`config.mk`:
```
export PLATFORM = sky130hd
export DESIGN_NAME = dma_xlate_walker
export DESIGN_NICKNAME = d
export VERILOG_FILES = /design/src/rtl/dxw_pkg.sv /design/src/rtl/dxw_tve_decode.sv /design/src/rtl/dxw_final_check.sv /design/src/rtl/dxw_walk_ctrl.sv /design/src/rtl/dma_xlate_walker.sv
export SDC_FILE = /design/constraint.sdc
export NUM_CORES = 1
export LEC_CHECK = 0
export ABC_AREA = 1
export BUFFER_PORTS_ARGS = -buffer_cell sky130_fd_sc_hd__buf_2
export CAP_MARGIN = 25
export CELL_PAD_IN_SITES_DETAIL_PLACEMENT = 1
export CELL_PAD_IN_SITES_GLOBAL_PLACEMENT = 1
export CORE_AREA = 5 5 254 256
export DETAILED_ROUTE_END_ITERATION = 7
export DIE_AREA = 0 0 259 261
export HOLD_SLACK_MARGIN = 0.15
export MAX_ROUTING_LAYER = met4
export PLACE_DENSITY_LB_ADDON = 0.25
export RECOVER_POWER = 25
export SYNTH_ARGS = -nofsm -noshare
export SYNTH_HDL_FRONTEND = slang
export SYNTH_SLANG_ARGS = --single-unit
export TNS_END_PERCENT = 10
```
`constraint.sdc`:
```
create_clock -name clk -period 2.97 [get_ports clk]
set_input_delay 0.1485 -clock clk [delete_from_list [all_inputs] [get_ports clk]]
set_output_delay 0.1485 -clock clk [all_outputs]
set_load 0.1 [all_outputs]
```
`src/rtl/dxw_pkg.sv`:
```
package dxw_pkg;

  typedef struct packed {
    logic [47:0] tbl_base;
    logic [2:0]  levels;
    logic [4:0]  tsize;
    logic [2:0]  rsvd;
    logic [4:0]  psize;
  } tve_t;

  typedef enum logic [1:0] {
    ST_IDLE  = 2'd0,
    ST_FETCH = 2'd1,
    ST_WAIT  = 2'd2,
    ST_DONE  = 2'd3
  } walk_state_t;

  localparam logic [63:0] BYPASS_KEEP = 64'h0003_ffff_ffff_f000;
  localparam logic [63:0] PAGE4K_MASK = 64'h0000_0000_0000_0fff;
  localparam int          TSHIFT_BIAS = 8;
  localparam int          ESHIFT_BIAS = 11;

  function automatic logic [63:0] swap64(input logic [63:0] w);
    logic [63:0] r;
    for (int b = 0; b < 8; b++) begin
      r[b*8 +: 8] = w[(7-b)*8 +: 8];
    end
    return r;
  endfunction

endpackage

```
`src/rtl/dxw_tve_decode.sv`:
```
module dxw_tve_decode #(
  parameter int MAX_LEVELS = 4
) (
  input  logic [63:0] tve,
  input  logic [63:0] addr,
  input  logic        msi32_en,
  output logic        pre_fault,
  output logic        bypass,
  output logic [63:0] base0,
  output logic [63:0] bypass_addr,
  output logic [5:0]  tshift,
  output logic [5:0]  eshift,
  output logic [7:0]  start_shift,
  output logic [2:0]  levels
);
  import dxw_pkg::*;

  tve_t f;
  logic range_bad, msi_hit, lev_bad, geom_bad;
  logic unused_rsvd;

  assign f           = tve_t'(tve);
  assign unused_rsvd = ^f.rsvd;

  always_comb begin
    range_bad   = (addr[63:60] != 4'h0);
    msi_hit     = msi32_en && (addr[63:16] == 48'h0000_0000_ffff);
    lev_bad     = ({29'd0, f.levels} > MAX_LEVELS[31:0]);
    bypass      = (f.psize == 5'd0);
    // bypass needs the enable bit (top of table-size field); walks need a nonzero table size
    geom_bad    = bypass ? !f.tsize[4] : (f.tsize == 5'd0);
    pre_fault   = range_bad | msi_hit | lev_bad | geom_bad;
    tshift      = {1'b0, f.tsize} + 6'(TSHIFT_BIAS);
    eshift      = {1'b0, f.psize} + 6'(ESHIFT_BIAS);
    start_shift = 8'(tshift) * {5'd0, f.levels} + {2'd0, eshift};
    levels      = f.levels;
    base0       = {4'h0, f.tbl_base, 12'h000};
    bypass_addr = addr & BYPASS_KEEP;
  end

endmodule

```
`src/rtl/dxw_final_check.sv`:
```
module dxw_final_check (
  input  logic [63:0] entry,
  input  logic        write,
  input  logic [5:0]  eshift,
  output logic        fault,
  output logic [63:0] out_addr,
  output logic [63:0] out_mask,
  output logic [1:0]  perm
);

  logic [63:0] page_mask;

  always_comb begin
    page_mask = (64'd1 << eshift) - 64'd1;
    fault     = write ? !entry[1] : !entry[0];
    out_addr  = entry & ~page_mask;
    out_mask  = page_mask;
    perm      = entry[1:0];
  end

endmodule

```
`src/rtl/dxw_walk_ctrl.sv`:
```
module dxw_walk_ctrl (
  input  logic        clk,
  input  logic        rst_n,
  input  logic        req_valid,
  output logic        req_ready,
  input  logic [63:0] req_addr,
  input  logic        req_write,
  input  logic        dec_fault,
  input  logic        dec_bypass,
  input  logic [63:0] dec_base0,
  input  logic [63:0] dec_bypass_addr,
  input  logic [5:0]  dec_tshift,
  input  logic [5:0]  dec_eshift,
  input  logic [7:0]  dec_start,
  input  logic [2:0]  dec_levels,
  output logic        mem_req_valid,
  input  logic        mem_req_ready,
  output logic [63:0] mem_req_addr,
  input  logic        mem_rsp_valid,
  input  logic [63:0] mem_rsp_data,
  input  logic        mem_rsp_err,
  output logic [63:0] fin_entry,
  output logic        fin_write,
  output logic [5:0]  fin_eshift,
  input  logic        fin_fault,
  input  logic [63:0] fin_addr,
  input  logic [63:0] fin_mask,
  input  logic [1:0]  fin_perm,
  output logic        res_valid,
  input  logic        res_ready,
  output logic        res_fault,
  output logic [63:0] res_addr,
  output logic [63:0] res_mask,
  output logic [1:0]  res_perm
);
  import dxw_pkg::*;

  walk_state_t state;
  logic [63:0] addr_q, base_q;
  logic [7:0]  sh_q;
  logic [5:0]  ts_q, es_q;
  logic [2:0]  lev_q;
  logic        wr_q;
  logic [63:0] shifted, tbl_mask, ent;

  assign req_ready     = (state == ST_IDLE);
  assign mem_req_valid = (state == ST_FETCH);
  assign res_valid     = (state == ST_DONE);

  // fetch address is a pure function of the walk registers, so it holds while waiting
  always_comb begin
    shifted      = (sh_q > 8'd63) ? 64'd0 : (addr_q >> sh_q[5:0]);
    tbl_mask     = (64'd1 << ts_q) - 64'd1;
    mem_req_addr = base_q | ((shifted & tbl_mask) << 3);
  end

  assign ent        = swap64(mem_rsp_data);
  assign fin_entry  = ent;
  assign fin_write  = wr_q;
  assign fin_eshift = es_q;

  always_ff @(posedge clk) begin
    if (!rst_n) begin
      state     <= ST_IDLE;
      addr_q    <= '0;
      base_q    <= '0;
      sh_q      <= '0;
      ts_q      <= '0;
      es_q      <= '0;
      lev_q     <= '0;
      wr_q      <= 1'b0;
      res_fault <= 1'b0;
      res_addr  <= '0;
      res_mask  <= '0;
      res_perm  <= '0;
    end else begin
      case (state)
        ST_IDLE: begin
          if (req_valid) begin
            addr_q <= req_addr;
            wr_q   <= req_write;
            base_q <= dec_base0;
            sh_q   <= dec_start;
            ts_q   <= dec_tshift;
            es_q   <= dec_eshift;
            lev_q  <= dec_levels;
            if (dec_fault) begin
              res_fault <= 1'b1;
              res_addr  <= '0;
              res_mask  <= '0;
              res_perm  <= '0;
              state     <= ST_DONE;
            end else if (dec_bypass) begin
              res_fault <= 1'b0;
              res_addr  <= dec_bypass_addr;
              res_mask  <= PAGE4K_MASK;
              res_perm  <= 2'b11;
              state     <= ST_DONE;
            end else begin
              state <= ST_FETCH;
            end
          end
        end
        ST_FETCH: begin
          if (mem_req_ready) state <= ST_WAIT;
        end
        ST_WAIT: begin
          if (mem_rsp_valid) begin
            if (mem_rsp_err || ((lev_q != 3'd0) && (ent[1:0] == 2'b00))) begin
              res_fault <= 1'b1;
              res_addr  <= '0;
              res_mask  <= '0;
              res_perm  <= '0;
              state     <= ST_DONE;
            end else if (lev_q != 3'd0) begin
              base_q <= ent & ~PAGE4K_MASK;
              sh_q   <= sh_q - {2'b00, ts_q};
              lev_q  <= lev_q - 3'd1;
              state  <= ST_FETCH;
            end else begin
              res_fault <= fin_fault;
              res_addr  <= fin_fault ? 64'd0 : fin_addr;
              res_mask  <= fin_fault ? 64'd0 : fin_mask;
              res_perm  <= fin_fault ? 2'b00 : fin_perm;
              state     <= ST_DONE;
            end
          end
        end
        default: begin
          if (res_ready) state <= ST_IDLE;
        end
      endcase
    end
  end


  memreq_hold_chk: assert property (@(posedge clk) disable iff (!rst_n)
    mem_req_valid && !mem_req_ready |=> mem_req_valid && $stable(mem_req_addr));


  memreq_align_chk: assert property (@(posedge clk) disable iff (!rst_n)
    mem_req_valid |-> (mem_req_addr[2:0] == 3'b000));


  result_hold_chk: assert property (@(posedge clk) disable iff (!rst_n)
    res_valid && !res_ready |=> res_valid &&
      $stable({res_fault, res_addr, res_mask, res_perm}));


  one_walk_chk: assert property (@(posedge clk) disable iff (!rst_n)
    req_valid && req_ready |=> !req_ready);


  fault_zero_chk: assert property (@(posedge clk) disable iff (!rst_n)
    res_valid && res_fault |-> (res_addr == 64'd0) && (res_mask == 64'd0) && (res_perm == 2'b00));


  mask_shape_chk: assert property (@(posedge clk) disable iff (!rst_n)
    res_valid && !res_fault |-> (((res_mask + 64'd1) & res_mask) == 64'd0) &&
      ((res_addr & res_mask) == 64'd0));


  perm_grant_chk: assert property (@(posedge clk) disable iff (!rst_n)
    res_valid && !res_fault |-> (wr_q ? res_perm[1] : res_perm[0]));

endmodule

```
`src/rtl/dma_xlate_walker.sv`:
```
module dma_xlate_walker #(
  parameter int PE_W       = 8,
  parameter int MAX_LEVELS = 4
) (
  input  logic              clk,
  input  logic              rst_n,
  input  logic              msi32_en,
  input  logic              req_valid,
  output logic              req_ready,
  input  logic [63:0]       req_addr,
  input  logic [PE_W-1:0]   req_pe,
  input  logic              req_write,
  output logic [PE_W:0]     tve_idx,
  input  logic [63:0]       tve_data,
  output logic              mem_req_valid,
  input  logic              mem_req_ready,
  output logic [63:0]       mem_req_addr,
  input  logic              mem_rsp_valid,
  input  logic [63:0]       mem_rsp_data,
  input  logic              mem_rsp_err,
  output logic              res_valid,
  input  logic              res_ready,
  output logic              res_fault,
  output logic [63:0]       res_addr,
  output logic [63:0]       res_mask,
  output logic [1:0]        res_perm
);

  logic        dec_fault, dec_bypass;
  logic [63:0] dec_base0, dec_bypass_addr;
  logic [5:0]  dec_tshift, dec_eshift;
  logic [7:0]  dec_start;
  logic [2:0]  dec_levels;
  logic [63:0] fin_entry, fin_addr, fin_mask;
  logic        fin_write, fin_fault;
  logic [5:0]  fin_eshift;
  logic [1:0]  fin_perm;

  // two entries per PE, chosen by address bit 59
  assign tve_idx = {req_pe, req_addr[59]};

  dxw_tve_decode #(.MAX_LEVELS(MAX_LEVELS)) u_decode (
    .tve         (tve_data),
    .addr        (req_addr),
    .msi32_en    (msi32_en),
    .pre_fault   (dec_fault),
    .bypass      (dec_bypass),
    .base0       (dec_base0),
    .bypass_addr (dec_bypass_addr),
    .tshift      (dec_tshift),
    .eshift      (dec_eshift),
    .start_shift (dec_start),
    .levels      (dec_levels)
  );

  dxw_walk_ctrl u_walk (
    .clk             (clk),
    .rst_n           (rst_n),
    .req_valid       (req_valid),
    .req_ready       (req_ready),
    .req_addr        (req_addr),
    .req_write       (req_write),
    .dec_fault       (dec_fault),
    .dec_bypass      (dec_bypass),
    .dec_base0       (dec_base0),
    .dec_bypass_addr (dec_bypass_addr),
    .dec_tshift      (dec_tshift),
    .dec_eshift      (dec_eshift),
    .dec_start       (dec_start),
    .dec_levels      (dec_levels),
    .mem_req_valid   (mem_req_valid),
    .mem_req_ready   (mem_req_ready),
    .mem_req_addr    (mem_req_addr),
    .mem_rsp_valid   (mem_rsp_valid),
    .mem_rsp_data    (mem_rsp_data),
    .mem_rsp_err     (mem_rsp_err),
    .fin_entry       (fin_entry),
    .fin_write       (fin_write),
    .fin_eshift      (fin_eshift),
    .fin_fault       (fin_fault),
    .fin_addr        (fin_addr),
    .fin_mask        (fin_mask),
    .fin_perm        (fin_perm),
    .res_valid       (res_valid),
    .res_ready       (res_ready),
    .res_fault       (res_fault),
    .res_addr        (res_addr),
    .res_mask        (res_mask),
    .res_perm        (res_perm)
  );

  dxw_final_check u_final (
    .entry    (fin_entry),
    .write    (fin_write),
    .eshift   (fin_eshift),
    .fault    (fin_fault),
    .out_addr (fin_addr),
    .out_mask (fin_mask),
    .perm     (fin_perm)
  );

endmodule

```
==> impl_metrics.yaml <==
status:
  status: "finished, violations left"
  violations: "setup timing"
yosys:
  synth_area_leaders: "dfxtp_1 (25%), nand2_1 (17%), nor2_1 (8.8%), nand3_1 (8.4%), o21ai_0 (6.8%)"
  async_flop_share_pct: 0
  synth.distinct_cells: 58
  synth_top_area_cell: "dfxtp_1"
  synth.cell_area_sq_um: 21500
  ys_ff_latch: 273
  syn_area_per_cell_sq_um: 5.93
  synth_top_area_share_pct: 25.4
  syn_inst: 3626
  synthFlopType: "dfxtp_1"
  yosysMostFrequentCell: "nand2_1"
  synthTopCellsByCount: "nand2_1 (950), nor2_1 (503), nand3_1 (360)"
  yosysWarnings: 0
  synth_edf_count: 0
  seq_area_frac_synth_pct: 25.4
setup_path:
  worst_ep_required_time_ps: 2820
  startpoint_type: "register"
  cp_cell_sequence: "buf_6 -> clkbuf_16 -> nand2_1 -> nand2_2 -> o21ai_2 -> or2_2 -> nand3_1 -> nand2_2 -> o211ai_1 -> buf_4 -> nand4_1 -> nand2_2 -> buf_12"
  crit_top_cell: "nand2_2"
  critical_path_class: "register to output port"
  worst_path_dominant_cell_family: "simple AND/OR/NAND/NOR gates"
  critical_path.endpoint_type: "output port"
  path_buf_inv: 4
  critPathArrivalTime_ps: 2960
  cpPeakStageDelay_ps: 470
  crit_fanout: 10
  cp_slowest_cell: "dfxtp_4"
global_route:
  grt_max_degree: 139
  grt_util_all_layers_pct: 39.0
  grt_first_pass_wirelength_um: 194000
  globalRouteOverflowTotal: 0
  antenna_found_initial: 10
  grt_pass1_vias: 30000
power:
  p_leak_nw: 15.3
  peakVddDrop_v: 0.000621
  p_switching_mw: 24.3
  power.total_mw: 41.5
  p_clk_share_pct: 10.5
  p_comb_share_pct: 76.8
  sw_frac_of_total_pct: 58.5
  power.density_nw_per_um2: 1280
  intPower_mw: 17.2
  p_seq_share_pct: 12.7
final_layout:
  fillers: 8201
  nets: 4627
  drive_above_1_share_pct: 27.2
  area_growth_pct: 50.4
clock_network:
  clk_latency_ps: 580
  cts_made_buffers: 34
  root_buffer: "clkbuf_16"
  cts.sinks: 273
  cts_tree: "built"
  h-tree-depth: 2
  path_clk_slew_ps: 60
  cts_buffer_depth: 3
timing:
  worst_pin_slew_ps: 1300
  hold_viol: 0
  fin_tns_setup_ps: -3010
  setup_violations: 62
  finalCritPeriodShare_pct: 105
  fmaxAchievable_ghz: 0.322
  rsz0062_at_grt: "true"
  relSlewSlack_pct: 13.5
  finalMaxSlewViolations: 0
  finalCriticalPeriod_ps: 3110
  skew_ps: 21.9
  worst_slack_ps: -136
route:
  drt_iter0_markers: 2786
  vias: 29900
  firstDrtPassIters: 5
  routed_wirelength_um: 137000
  drtAntennaViolNets: 0
  via_per_inst: 5.68
  wl_per_cell_um: 26.1
  route.detailed.drc: 0
hold_path:
  hp-class: "input port to register"
die:
  coreArea_sq_um: 62300
  pin_count: 416
  initial_utilization_pct: 34.6
  die_x_um: 259
  row_count: 92
  fp.dieArea_sq_um: 67600
  die_y_um: 261
run:
  maxCapViolations: 0
placement:
  globalplace.congestion: 1.11
  io_buffers: 393
  dp_hpwl_um: 101000
## cell families (layout without fill, tap and decap cells)
| group | Yosys count | count (layout) | share of synthesized area, % |
|---|---|---|---|
| and+or+nand+nor | 2093 | 2093 | 43.4 |
| buffers and inverters | 484 | 1259 | 9.30 |
| DFF | 273 | 273 | 25.4 |
| muxes | 4 | 4 | 0.186 |
| other | 1 | 12 | 0.0174 |
| xor gates and xnor gates | 27 | 27 | 1.20 |
| AOI/OAI and AO/OA | 705 | 705 | 17.9 |
| adders and majority gates | 39 | 39 | 2.62 |
## state kept, by name (all words and copies together), names as in the netlist
signal             count
u_walk.addr_q         64
u_walk.base_q         52
u_walk.fin_eshift      6
u_walk.fin_write       1
u_walk.lev_q           3
u_walk.res_addr       64
u_walk.res_fault       1
u_walk.res_mask       64
u_walk.res_perm        2
u_walk.sh_q            8
u_walk.state           2
u_walk.ts_q            6
## cell usage in the layout (no fill, tap or decap), types with 10 or more instances in the layout
cell type,count
nand4_1,91
a21oi_2,10
a211oi_1,11
a21oi_1,253
nand3_2,67
o21ai_2,35
buf_2,236
buf_12,91
buf_4,294
inv_2,28
buf_6,19
a31oi_1,34
nand3_1,287
xor2_1,16
o21bai_1,11
nand2_1,850
inv_1,207
o21ai_1,38
ha_1,26
dlygate4sd3_1,206
fa_1,10
o21ai_0,225
o211ai_1,44
clkbuf_16,38
clkbuf_1,104
nor3_1,31
o21a_1,11
nor2_4,47
dfxtp_1,263
nand2_4,17
nand3_4,20
nand2_2,101
nor2_1,442
or2_2,29
nor2_2,56
## final timing paths
path,slack (ps),end,startpoint,cells past startpoint
hold reg to reg,440,u_walk.res_mask[63]$_SDFFE_PN0P_,u_walk.res_mask[63]$_SDFFE_PN0P_,2
setup / recovery,-140,mem_req_addr[25],u_walk.sh_q[0]$_SDFFE_PN0P_,13
hold / removal,180,u_walk.base_q[30]$_SDFFE_PN0P_,mem_rsp_data[38],5
setup reg to reg,110,u_walk.res_addr[26]$_SDFFE_PN0P_,u_walk.fin_eshift[0]$_SDFFE_PN0P_,12
## timing repair
action,in CTS,in global routing
endpoints found under the setup margin,61,84
hold buffers,206,0
setup buffers,32,17
resized for setup,328,205
cloned,6,4
endpoints found under the hold margin,196,0
pin swaps,80,64
## per-stage QoR
| stage | cell area [sq um] | worst slack [ps] | utilization [%] | hold WS, ps | instances |
|---|---|---|---|---|---|
| final | 32400 | -136 | 52.0 | 185 | 5258 |
| after global routing | 32400 | -244 | 52.0 | 196 | 5257 |
| after CTS | 31600 | -62.3 | 50.8 | 151 | 5231 |
| after detailed placement | 27000 | -441 | 43.3 | 298 | 4928 |
| after global placement | 27000 | -508 | 43.3 | 298 | 4928 |
| after floorplan | 21500 | -352 | - | 291 | 3628 |
## worst min-delay path: stages
cell	delay, ps
buf_2	80
inv_1	100
o21ai_0	180
o21ai_0	90
a21oi_1	110
## power groups by stage
stage	sequential (mW)	combinational (mW)	clock [mW]
after CTS	5.21	30.2	4.38
after floorplan	6.36	15.7	0
after detailed placement	5.23	28.0	0
after global placement	5.20	27.8	0
final	5.29	31.9	4.35
after global routing	5.34	33.2	4.53
## layout make-up
cell class / count / area, sq um / share of cell area, %
Antenna cell: 9 / 22.5 / 0.0696
Clock buffer: 44 / 908 / 2.81
Clock inverter: 16 / 193 / 0.595
Inverter: 246 / 963 / 2.98
Multi-Input combinational cell: 2871 / 15600 / 48.2
Sequential cell: 273 / 5500 / 17.0
Tap cell: 846 / 1060 / 3.27
Timing Repair Buffer: 953 / 8130 / 25.1
## layer usage
metal  GRT usage (%)  wire, um  part of all wire [%]  up-vias
met2            64.5     64900                    47     1344
met1            47.4     54500                    40    14600
li1                -         -                     -    13500
met3            3.87      8510                   6.2      391
met4            20.6      9050                   6.6        0
met5               -         0                     0        -
Note: power is estimated with default switching activity, not from simulation.
